`src/rtl/dsp_pkg.sv`:
```
package dsp_pkg;
  typedef enum logic {
    CLS_ARITH = 1'b0,
    CLS_LOGIC = 1'b1
  } op_cls_e;

  typedef enum logic [1:0] {
    ADV_HOLD = 2'd0,
    ADV_ONE  = 2'd1,
    ADV_TWO  = 2'd2
  } fetch_adv_e;
endpackage

```
`src/rtl/dsp_pair_hazard.sv`:
```
module dsp_pair_hazard
  import dsp_pkg::*;
#(
  parameter int REG_IDX_W = 5
) (
  input  logic                 clk,
  input  logic                 rst_n,
  input  logic                 v0,
  input  logic                 c0,
  input  logic                 m0,
  input  logic [REG_IDX_W-1:0] d0,
  input  logic                 v1,
  input  logic                 c1,
  input  logic                 m1,
  input  logic [REG_IDX_W-1:0] d1,
  input  logic [REG_IDX_W-1:0] a1,
  input  logic [REG_IDX_W-1:0] b1,
  input  logic                 stall,
  output logic [1:0]           gnt,
  output fetch_adv_e           adv
);
  localparam logic [REG_IDX_W-1:0] ZERO_IDX = '0;

  logic d0_live;
  logic raw_hit, waw_hit, cls_hit, mem_hit;
  logic pair_block;

  always_comb begin
    d0_live    = (d0 != ZERO_IDX);
    raw_hit    = d0_live && ((a1 == d0) || (b1 == d0));
    waw_hit    = d0_live && (d1 == d0);
    cls_hit    = (c0 == c1);
    mem_hit    = m0 && m1;
    pair_block = v0 && v1 && (raw_hit || waw_hit || cls_hit || mem_hit);
  end

  always_comb begin
    gnt[0] = v0 && !stall;
    gnt[1] = v1 && !stall && !pair_block;
    if (stall)           adv = ADV_HOLD;
    else if (pair_block) adv = ADV_ONE;
    else                 adv = ADV_TWO;
  end

  // a younger source reading the older nonzero destination never pairs
  a_r6_raw_holds: assert property (@(posedge clk) disable iff (!rst_n)
    (v0 && v1 && (d0 != ZERO_IDX) && ((a1 == d0) || (b1 == d0))) |-> !gnt[1]);

  // same nonzero destination keeps the younger write out of this cycle
  a_r5_waw_holds: assert property (@(posedge clk) disable iff (!rst_n)
    (v0 && v1 && (d0 != ZERO_IDX) && (d1 == d0)) |-> !gnt[1]);

  // a held valid younger slot advances fetch by one word
  a_r9_step_one: assert property (@(posedge clk) disable iff (!rst_n)
    (!stall && v1 && !gnt[1]) |-> (adv == ADV_ONE));
endmodule

```
`src/rtl/dsp_unit_route.sv`:
```
module dsp_unit_route #(
  parameter int NUM_SLOTS = 2,
  localparam int SLOT_W = (NUM_SLOTS > 1) ? $clog2(NUM_SLOTS) : 1
) (
  input  logic                 clk,
  input  logic                 rst_n,
  input  logic [NUM_SLOTS-1:0] gnt,
  input  logic [NUM_SLOTS-1:0] cls,
  input  logic [NUM_SLOTS-1:0] mem,
  output logic [NUM_SLOTS-1:0] usel,
  output logic                 mem_en,
  output logic [SLOT_W-1:0]    mem_slot
);
  logic [NUM_SLOTS-1:0] mem_req;

  for (genvar i = 0; i < NUM_SLOTS; i++) begin : g_slot
    assign usel[i]    = gnt[i] & cls[i];
    assign mem_req[i] = gnt[i] & mem[i];
  end

  // oldest requesting slot wins the port
  always_comb begin
    mem_en   = |mem_req;
    mem_slot = '0;
    for (int i = NUM_SLOTS - 1; i >= 0; i--) begin
      if (mem_req[i]) mem_slot = SLOT_W'(i);
    end
  end

  // the hazard stage never hands the port to two slots at once
  a_r4_single_port: assert property (@(posedge clk) disable iff (!rst_n)
    $onehot0(mem_req));
endmodule

```
`src/rtl/dsp_pair_steer.sv`:
```
module dsp_pair_steer
  import dsp_pkg::*;
#(
  parameter int REG_IDX_W   = 5,
  parameter int INSN_BYTES  = 4,
  localparam int INC_W      = $clog2(2 * INSN_BYTES + 1)
) (
  input  logic                 clk,
  input  logic                 rst_n,
  input  logic                 s0_valid,
  input  logic                 s0_cls,
  input  logic                 s0_mem,
  input  logic [REG_IDX_W-1:0] s0_dst,
  input  logic                 s1_valid,
  input  logic                 s1_cls,
  input  logic                 s1_mem,
  input  logic [REG_IDX_W-1:0] s1_dst,
  input  logic [REG_IDX_W-1:0] s1_srca,
  input  logic [REG_IDX_W-1:0] s1_srcb,
  input  logic                 stall_in,
  output logic [1:0]           gnt,
  output logic [1:0]           unit_sel,
  output logic                 mem_en,
  output logic                 mem_slot,
  output logic [INC_W-1:0]     fetch_inc
);
  localparam logic [INC_W-1:0] STEP_ONE = INC_W'(INSN_BYTES);
  localparam logic [INC_W-1:0] STEP_TWO = INC_W'(2 * INSN_BYTES);

  // reset: asserted asynchronously, released on the clock
  logic [1:0] rst_sync;
  logic       rst_q_n;

  always_ff @(posedge clk or negedge rst_n) begin
    if (!rst_n) rst_sync <= 2'b00;
    else        rst_sync <= {rst_sync[0], 1'b1};
  end
  assign rst_q_n = rst_sync[1];

  // decision
  logic [1:0]  gnt_d;
  logic [1:0]  usel_d;
  logic        mem_en_d;
  logic        mem_slot_d;
  fetch_adv_e  adv;

  dsp_pair_hazard #(.REG_IDX_W(REG_IDX_W)) u_hazard (
    .clk   (clk),
    .rst_n (rst_q_n),
    .v0    (s0_valid),
    .c0    (s0_cls),
    .m0    (s0_mem),
    .d0    (s0_dst),
    .v1    (s1_valid),
    .c1    (s1_cls),
    .m1    (s1_mem),
    .d1    (s1_dst),
    .a1    (s1_srca),
    .b1    (s1_srcb),
    .stall (stall_in),
    .gnt   (gnt_d),
    .adv   (adv)
  );

  dsp_unit_route #(.NUM_SLOTS(2)) u_route (
    .clk      (clk),
    .rst_n    (rst_q_n),
    .gnt      (gnt_d),
    .cls      ({s1_cls, s0_cls}),
    .mem      ({s1_mem, s0_mem}),
    .usel     (usel_d),
    .mem_en   (mem_en_d),
    .mem_slot (mem_slot_d)
  );

  always_comb begin
    unique case (adv)
      ADV_ONE: fetch_inc = STEP_ONE;
      ADV_TWO: fetch_inc = STEP_TWO;
      default: fetch_inc = '0;
    endcase
  end

  // issue register
  logic [1:0] gnt_q, usel_q;
  logic       mem_en_q, mem_slot_q;
  logic       issue_en;

  assign issue_en = 1'b1;

  always_ff @(posedge clk or negedge rst_n) begin
    if (!rst_n) begin
      gnt_q      <= '0;
      usel_q     <= '0;
      mem_en_q   <= 1'b0;
      mem_slot_q <= 1'b0;
    end else if (!rst_q_n) begin
      gnt_q      <= '0;
      usel_q     <= '0;
      mem_en_q   <= 1'b0;
      mem_slot_q <= 1'b0;
    end else if (issue_en) begin
      gnt_q      <= gnt_d;
      usel_q     <= usel_d;
      mem_en_q   <= mem_en_d;
      mem_slot_q <= mem_slot_d;
    end
  end

  assign gnt      = gnt_q;
  assign unit_sel = usel_q;
  assign mem_en   = mem_en_q;
  assign mem_slot = mem_slot_q;

  // a stalled cycle yields an empty issue on the next edge
  a_r8_stall_quiet: assert property (@(posedge clk) disable iff (!rst_q_n)
    stall_in |=> (gnt == 2'b00) && !mem_en);

  // no PC movement under stall
  a_r8_stall_hold: assert property (@(posedge clk) disable iff (!rst_q_n)
    stall_in |-> (fetch_inc == '0));

  // a dual issue always uses both distinct units
  a_r3_split_units: assert property (@(posedge clk) disable iff (!rst_q_n)
    (gnt == 2'b11) |-> (unit_sel[0] != unit_sel[1]));

  // slot 0 lands on the unit matching the class it was presented with
  a_r2_steer_slot0: assert property (@(posedge clk) disable iff (!rst_q_n)
    $rose(rst_sync[1]) or (gnt[0] |-> (unit_sel[0] == $past(s0_cls))));
endmodule

```
`config.mk`:
```
export PLATFORM = sky130hd
export DESIGN_NAME = dsp_pair_steer
export DESIGN_NICKNAME = d
export VERILOG_FILES = /design/src/rtl/dsp_pkg.sv /design/src/rtl/dsp_pair_hazard.sv /design/src/rtl/dsp_unit_route.sv /design/src/rtl/dsp_pair_steer.sv
export SDC_FILE = /design/constraint.sdc
export NUM_CORES = 1
export LEC_CHECK = 0
export ABC_AREA = 1
export CAP_MARGIN = 20
export CORE_MARGIN = 4
export CORE_UTILIZATION = 35
export DETAILED_ROUTE_END_ITERATION = 8
export PLACE_DENSITY = 0.8
export SYNTH_ARGS = -nofsm -noshare
export SYNTH_HDL_FRONTEND = slang
export SYNTH_SLANG_ARGS = --single-unit
```
`constraint.sdc`:
```
create_clock -name clk -period 1.1 [get_ports clk]
set_input_delay 0.22 -clock clk [delete_from_list [all_inputs] [get_ports clk]]
set_output_delay 0.22 -clock clk [all_outputs]
set_load 0.02 [all_outputs]
```
After elaboration in Yosys (flattened, before gate mapping):

Cells that the tools add are included.

* output and inout port bits: 10
* flip-flop bits (word level): 8
* bits of input ports: 29

* reductions and logical operators: 16
* bitwise gates (word level): 4
* multiplexer cells: 9
* eq/ne operators: 6

Operators by type and width (number)
* 5-bit == test: 3
* 1-bit logical AND: 8
* 2-bit two-way mux: 4
* 4-bit one-hot mux with 2 select lines: 1
* 5-bit nonzero test: 1
* 1-bit AND: 4
* 1-bit logical OR: 4
* 1-bit two-way mux: 4
* 2-bit by 1-bit == test with 1-bit output, second input constant: 1
* 2-bit == test, second input constant: 1
* 1-bit logical NOT: 2
* 2-bit OR reduction: 1
* 1-bit == test: 1

Longest topological paths before layout:

Gate-level depths: netlist of the first run.

* depth in word-level cells: 13
* mapped depth: 11
* depth with buffers taken out: 11

By module:

Synthesis of the first run repeated with hierarchy kept, for this count alone.

* cells, all modules: 104
* area total of the unflattened synthesis: 628.1 sq um

By module, submodules not included
* dsp_pair_hazard: area each 311.5 sq um, cells each 67, seq. area each 0.0 sq um, instances 1
* dsp_pair_steer: area each 282.8 sq um, cells each 28, seq. area each 200.2 sq um, instances 1
* dsp_unit_route: area each 33.8 sq um, cells each 9, seq. area each 0.0 sq um, instances 1

Least setup slack after synthesis of the first run:

No wires, ideal clock.

* path type: input to output
* start point: input port s0_dst[1]
* end point: output port fetch_inc[3]
* data required time: 0.880 ns
* path buffers: 0
* stages: 7
* arrival: 1.050 ns
* slack: -0.170 ns
* cell sequence: inv_2 or2_1 nand3_1 nor2_1 nand3_2 nand3_2 a21oi_1

* longest elaborated chain between the ends: 11

RTL lines
* start: declaration: line dsp_pair_steer.sv:13 `input logic [REG_IDX_W-1:0] s0_dst,`
* 5-bit == test: line dsp_pair_hazard.sv:30 `raw_hit = d0_live && ((a1 == d0) || (b1 == d0));`
* 1-bit logical OR: line dsp_pair_hazard.sv:30
* 1-bit logical AND: line dsp_pair_hazard.sv:30
* 1-bit logical OR (*) (3 in series): line dsp_pair_hazard.sv:34 `pair_block = v0 && v1 && (raw_hit || waw_hit || cls_hit || mem_hit);`
* 1-bit logical AND (*): line dsp_pair_hazard.sv:34
* 2-bit two-way mux (*): line dsp_pair_hazard.sv:41 `else if (pair_block) adv = ADV_ONE;`
* 2-bit two-way mux (*): line dsp_pair_hazard.sv:40 `if (stall) adv = ADV_HOLD;`
* 2-bit == test or 2-bit by 1-bit == test with 1-bit output (tied branches): line dsp_pair_steer.sv:77 `unique case (adv)`
* 4-bit one-hot mux with 2 select lines (*): line dsp_pair_steer.sv:77
* end: declaration: line dsp_pair_steer.sv:25 `output logic [INC_W-1:0] fetch_inc`

Every way passes the cells marked *; elsewhere a longest branch is shown, timed or not.

Worst setup path in the final report of the first run:

* start point: input port s1_dst[3]
* end point: output port fetch_inc[2]

* longest elaborated chain between the ends: 10

RTL lines
* start: declaration: line dsp_pair_steer.sv:17 `input logic [REG_IDX_W-1:0] s1_dst,`
* 5-bit == test (*): line dsp_pair_hazard.sv:31 `waw_hit = d0_live && (d1 == d0);`
* 1-bit logical AND (*): line dsp_pair_hazard.sv:31
* 1-bit logical OR (*) (3 in series): line dsp_pair_hazard.sv:34
* 1-bit logical AND (*): line dsp_pair_hazard.sv:34
* 2-bit two-way mux (*): line dsp_pair_hazard.sv:41
* 2-bit two-way mux (*): line dsp_pair_hazard.sv:40
* 2-bit == test or 2-bit by 1-bit == test with 1-bit output (tied branches): line dsp_pair_steer.sv:77
* 4-bit one-hot mux with 2 select lines (*): line dsp_pair_steer.sv:77

Marked as above.

==> impl_metrics.env, run 1 <==
export IMPL_outcome="finished with violations"
export IMPL_violations="negative setup slack"
export IMPL_cts_sinks=8
export IMPL_fin_skew_ps=2.57
export IMPL_cts_max_level=1
export IMPL_rows=14
export IMPL_viasPerCell=4.64
export IMPL_nets=169
export IMPL_fmax_ghz=0.734
export IMPL_first_iter_violations=12
export IMPL_avgSynthCellArea_sq_um=6.48
export IMPL_powerDensity_mw_per_mm2=778
export IMPL_drv_slew=0
export IMPL_drt_wl_total_microns=1650
export IMPL_final_common_cell="nand2_1"
export IMPL_vias=714
export IMPL_vdd_drop_max_uv=884
export IMPL_ff2ff_path_depth=2
export IMPL_leakage_nw=0.632
export IMPL_port_buffer_count=36
export IMPL_r2r_setup_slack_ps=250
export IMPL_diodes=0
export IMPL_final_cell_mix="nand2_1, inv_1, buf_2"
export IMPL_worstSetupEndpointType="output pin"
export IMPL_crit_path_start="s1_dst[3]"
export IMPL_multi_input_area_sq_um=423
export IMPL_dp_hpwl_microns=1430
export IMPL_grt_setup_unrepaired="yes"
export IMPL_crit_arrival_ps=1140
export IMPL_layout_setup_ws_ps=-262
export IMPL_ys_types=20
export IMPL_netlist_instances=95
export IMPL_period_share_pct=124
export IMPL_critPathLaunchType="input port"
export IMPL_cts_buffers=3
export IMPL_initial_core_util_pct=39.0
export IMPL_grt_pass1_vias=672
export IMPL_drc_errors=0
export IMPL_setup_viol=2
export IMPL_regToRegEndpoint="unit_sel[0]$_DFF_PN0_"
export IMPL_ant_nets=0
export IMPL_fillCellCount=134
export IMPL_grt_pass1_wl_microns=2680
export IMPL_ys_seq_area_share_pct=32.5
export IMPL_drive_gt1_share_pct=43.5
export IMPL_die_w_microns=49.9
export IMPL_hold_violations=0
export IMPL_synth_area_sq_um=616
export IMPL_crit_required_ps=880
export IMPL_fin_crit_ps=1360
export IMPL_hold_class="in2async"
export IMPL_grt_max_degree=9
export IMPL_clk_latency_ps=250
export IMPL_path_class="in2out"
export IMPL_timing_setup_tns_ps=-510
export IMPL_reg2reg_from="rst_sync[1]$_DFF_PN0_"
export IMPL_dp_slack_ps=-1300
export IMPL_path_clk_slew_ps=50
export IMPL_maxCapViolCount=0
export IMPL_design_area_sq_mm=0.00110
export IMPL_ys_seq_elements=8
export IMPL_overflow=0
export IMPL_die_y_microns=49.9
export IMPL_holdBufCountCts=0
export IMPL_antenna_found_initial=0
export IMPL_pin_count=39
export IMPL_cts_root_buf="clkbuf_4"
export IMPL_crit_path_max_fanout=2
export IMPL_place_gp_congestion=0.741
export IMPL_drt_pre_antenna_iters=4
export IMPL_seqCellArea_sq_um=200
export IMPL_die_area_sq_mm=0.00249
export IMPL_area_growth_pct=78.9
export IMPL_coreArea_sq_mm=0.00158
export IMPL_max_clock_path_buffers=2
export IMPL_grt_util_all_layers_pct=14.4
export IMPL_cts_tree="yes"
export IMPL_place_area_sq_mm=0.00107
export IMPL_ys_warnings_count=0
export IMPL_wl_per_cell_microns=10.7
==> final cells by class <==
cell class              instances  area share, %
multi-input cells              66           38.4
repair buffers                 41           31.8
flip-flops and latches          8           18.2
inverters                      20           7.73
clock buffers                   3           2.05
well taps                      16           1.82
==> worst max-delay path by stage <==
stage,cells after the start,end
final,8,fetch_inc[2]
after global routing,12,fetch_inc[2]
after CTS,12,fetch_inc[2]
after detailed placement,12,fetch_inc[2]
after global placement,12,fetch_inc[2]
after floorplan,7,fetch_inc[2]
==> worst max-delay path, cell delays in order <==
cell	delay [ps]
clkdlybuf4s15_1	170
xor2_1	140
nor2_1	130
nand3_2	100
nand3_4	110
nand2_4	60
nor2_4	80
buf_6	120
==> where the power goes <==
part	internal [W]	leakage (nW)	switching (W)
registers	0.000306	0.105	0.00000570
clock network	0.000124	0.0138	0.0000916
logic	0.000166	0.513	0.000163
total	0.000597	0.632	0.000260
==> flip-flops by register name (all words and copies together) (netlist names) <==
signal	flops
rst_sync	2
mem_slot	1
unit_sel	2
gnt	2
mem_en	1
==> cells in the mapped netlist <==
| master | count | share of area (%) |
|---|---|---|
| nand2_1 | 31 | 19 |
| inv_1 | 19 | 12 |
| nor2_1 | 9 | 5.5 |
| dfrtp_1 | 8 | 33 |
| nand3_1 | 4 | 3.3 |
| nand3_2 | 3 | 4.9 |
| xnor2_1 | 3 | 4.3 |
| xor2_1 | 3 | 4.3 |
| a21oi_1 | 2 | 1.6 |
| buf_4 | 2 | 2.4 |
| conb_1 | 2 | 1.2 |
| inv_2 | 1 | 0.61 |
| nand2_2 | 1 | 1.0 |
| nand4_1 | 1 | 1.0 |
| nand4_2 | 1 | 2.0 |
| nor2_2 | 1 | 1.0 |
| nor3_1 | 1 | 0.81 |
| nor3b_1 | 1 | 1.2 |
| o21ai_0 | 1 | 0.81 |
| or2_1 | 1 | 1.0 |
==> layer usage <==
metal	routed length, microns	global-route usage (%)	part of all wire (%)
met4	38	5.07	2.3
met1	597	16.5	36
met5	0	0	0
met2	928	23.3	56
met3	86	6.63	5.2
==> cell families after synthesis <==
logic type      share of synthesized area, %
xor+xnor                                8.54
buf+inv                                 14.6
other cells                             1.22
flops                                   32.5
simple gates                            40.7
compound gates                          2.44
==> per-stage QoR <==
step,std cells,utilization [%],power (W),hold WS [ps]
after floorplan,96,-,0.000458,-75.6
after global placement,151,67.6,0.000630,341
after detailed placement,151,67.6,0.000636,348
after CTS,154,67.9,0.000841,252
after global routing,154,69.8,0.000926,241
final,154,69.8,0.000857,243
==> timing repair <==
action,CTS,global route
resized for setup,129,27
pin swaps,30,20
buffers inserted,1,0
endpoints found under the setup margin,12,12
Power figures use the tool's default switching activity.
==> run 2: changes to the inputs <==
- CORE_UTILIZATION: 35 -> 37
- CTS_BUF_LIST: not set -> sky130_fd_sc_hd__clkbuf_4 sky130_fd_sc_hd__clkbuf_8
- PLACE_DENSITY: 0.8 -> 0.84
==> run 2 against run 1 <==
  * Highest routed layer unchanged
  * Worst setup slack worse by 77 ps
  * Critical path type unchanged
  * Register-to-register slack about the same
  * Via count up 2.5%
  * Cell count up 1.3%
  * The run still ends with negative setup slack left
  * Critical endpoint unchanged
  * Hold slack worse by 7.9 ps
  * Sequential power about the same
  * Clock skew down 2.1 ps
  * Total power up 0.59%
  * Design area up 0.57%
  * Clock-buffer cell count unchanged
  * Combinational power down 1%
  * Sequential share of layout area down 0.10 points
==> impl_metrics.env, run 2 (synthesis results as in run 1) <==
export IMPL_max_clock_path_buffers=2
export IMPL_fillCellCount=125
export IMPL_nets=171
export IMPL_die_y_microns=48.8
export IMPL_drive_gt1_share_pct=40.7
export IMPL_cpPeakStageDelay_ps=150
export IMPL_final_common_cell="nand2_1"
export IMPL_cp_top_family="simple AND/OR/NAND/NOR gates"
export IMPL_holdWs_ps=236
export IMPL_maxCapViolCount=0
export IMPL_initial_core_util_pct=39.9
export IMPL_drt_wl_total_microns=1830
export IMPL_overflow=0
export IMPL_period_share_pct=131
export IMPL_port_buffer_count=36
export IMPL_worstSetupEndpointType="output pin"
export IMPL_grtUsageMet2_pct=28.9
export IMPL_busiest_layer="met2"
export IMPL_leakage_nw=0.628
export IMPL_diodes=0
export IMPL_multi_input_area_sq_um=427
export IMPL_critical_path_buf_inv_count=3
export IMPL_ant_nets=0
export IMPL_outcome="finished with violations"
export IMPL_antenna_found_initial=0
export IMPL_critPathMostFrequentCell="buf_6"
export IMPL_dp_hpwl_microns=1520
export IMPL_crit_path_max_fanout=4
export IMPL_place_gp_congestion=0.778
export IMPL_fin_skew_ps=0.499
export IMPL_grt_pass1_wl_microns=2900
export IMPL_final_cell_mix="nand2_1, inv_1, buf_2"
export IMPL_hold_class="in2async"
export IMPL_cp_slowest_cell="xor2_1"
export IMPL_path_clk_slew_ps=50
export IMPL_path_cells="buf_6, buf_6, xor2_1, nor2_1, nand3_2, nand3_4, nand2_4, nor2_4, buf_6"
export IMPL_grt_util_all_layers_pct=14.9
export IMPL_cts_tree="yes"
export IMPL_grt_use_met3_pct=2.45
export IMPL_cts_max_level=1
export IMPL_setup_viol=6
export IMPL_coreArea_sq_mm=0.00154
export IMPL_cts_sinks=8
export IMPL_crit_required_ps=880
export IMPL_path_class="in2out"
export IMPL_violations="negative setup slack"
export IMPL_grtUsageMet1_pct=16.8
export IMPL_grt_setup_unrepaired="yes"
export IMPL_crit_arrival_ps=1220
export IMPL_wl_per_cell_microns=11.7
export IMPL_cts_buffers=3
export IMPL_die_area_sq_mm=0.00238
export IMPL_drv_slew=0
export IMPL_grt_pass1_vias=700
export IMPL_place_area_sq_mm=0.00108
export IMPL_pin_count=39
export IMPL_hold_violations=0
export IMPL_vdd_drop_max_uv=583
export IMPL_critPathLaunchType="input port"
export IMPL_drt_pre_antenna_iters=5
export IMPL_grt_max_degree=9
export IMPL_fin_crit_ps=1440
export IMPL_design_area_sq_mm=0.00111
export IMPL_clk_latency_ps=260
export IMPL_layout_setup_ws_ps=-339
export IMPL_die_w_microns=48.8
export IMPL_rows=14
export IMPL_area_growth_pct=79.9
export IMPL_drc_errors=0
export IMPL_holdBufCountCts=0
export IMPL_cts_root_buf="clkbuf_4"
export IMPL_powerDensity_mw_per_mm2=778
export IMPL_fmax_ghz=0.695
export IMPL_seqCellArea_sq_um=200
export IMPL_vias=732
export IMPL_viasPerCell=4.69
export IMPL_first_iter_violations=20
-- run 2: cell types whose count changed in the layout (fill, tap and decap cells not counted), sizes merged --
cell           change
dlygate4sd2        +2
buf                -8
clkbuf             +2
dlymetal6s2s       +1
clkdlybuf4s15      +5
-- run 2: cell type report --
type	count	share of cell area, %
Sequential cell	8	18.1
Inverter	20	7.01
Clock buffer	3	2.03
Tap cell	16	1.81
Timing Repair Buffer	43	32.5
Multi-Input combinational cell	66	38.5
-- run 2: final timing paths --
check / start / to / slack [ps] / depth (start not counted)
max: s0_dst[3] / fetch_inc[2] / -340 / 9
min: rst_n / unit_sel[0]$_DFF_PN0_ / 240 / 1
max reg2reg: rst_sync[1]$_DFF_PN0_ / unit_sel[0]$_DFF_PN0_ / 250 / 2
min reg2reg: rst_sync[0]$_DFF_PN0_ / rst_sync[1]$_DFF_PN0_ / 350 / 0
max in group asynchronous: rst_n / mem_en$_DFF_PN0_ / 610 / 1
min in group clk: rst_sync[0]$_DFF_PN0_ / rst_sync[1]$_DFF_PN0_ / 350 / 0
-- run 2: routing by layer --
layer	part of all wire, %	up-vias
met2	57	19
met5	0	-
met3	4.8	2
li1	-	368
met1	37	343
met4	0.87	0
-- run 2: metrics by stage --
stage	TNS, ps	setup WS, ps	instances	power (W)	util [%]
global route	-1180	-417	156	0.000912	71.8
floorplan	-63.8	-33.8	96	0.000458	-
CTS	-1190	-368	157	0.000862	71.3
finish	-747	-339	156	0.000862	71.8
detailed placement	-6010	-1260	153	0.000644	70.1
global placement	-5600	-1220	153	0.000634	70.1
-- run 2: timing repair --
item	4_1_cts	5_1_grt
buffers inserted	2	1
gates resized for setup	110	17
endpoints found under the setup margin	12	8
pin swaps	32	14
-- run 2: where the power goes --
| part | internal, W | total, W | switching [W] |
|---|---|---|---|
| Combinational | 0.000157 | 0.000325 | 0.000168 |
| Clock | 0.000125 | 0.000224 | 0.0000997 |
| Sequential | 0.000306 | 0.000312 | 0.00000655 |
| Total | 0.000587 | 0.000862 | 0.000274 |
==> run 3: changes to the inputs <==
- CAP_MARGIN: 20 -> not set
==> results of run 3 <==
No change in the layout: final DEF, timing and power equal those of run 2.
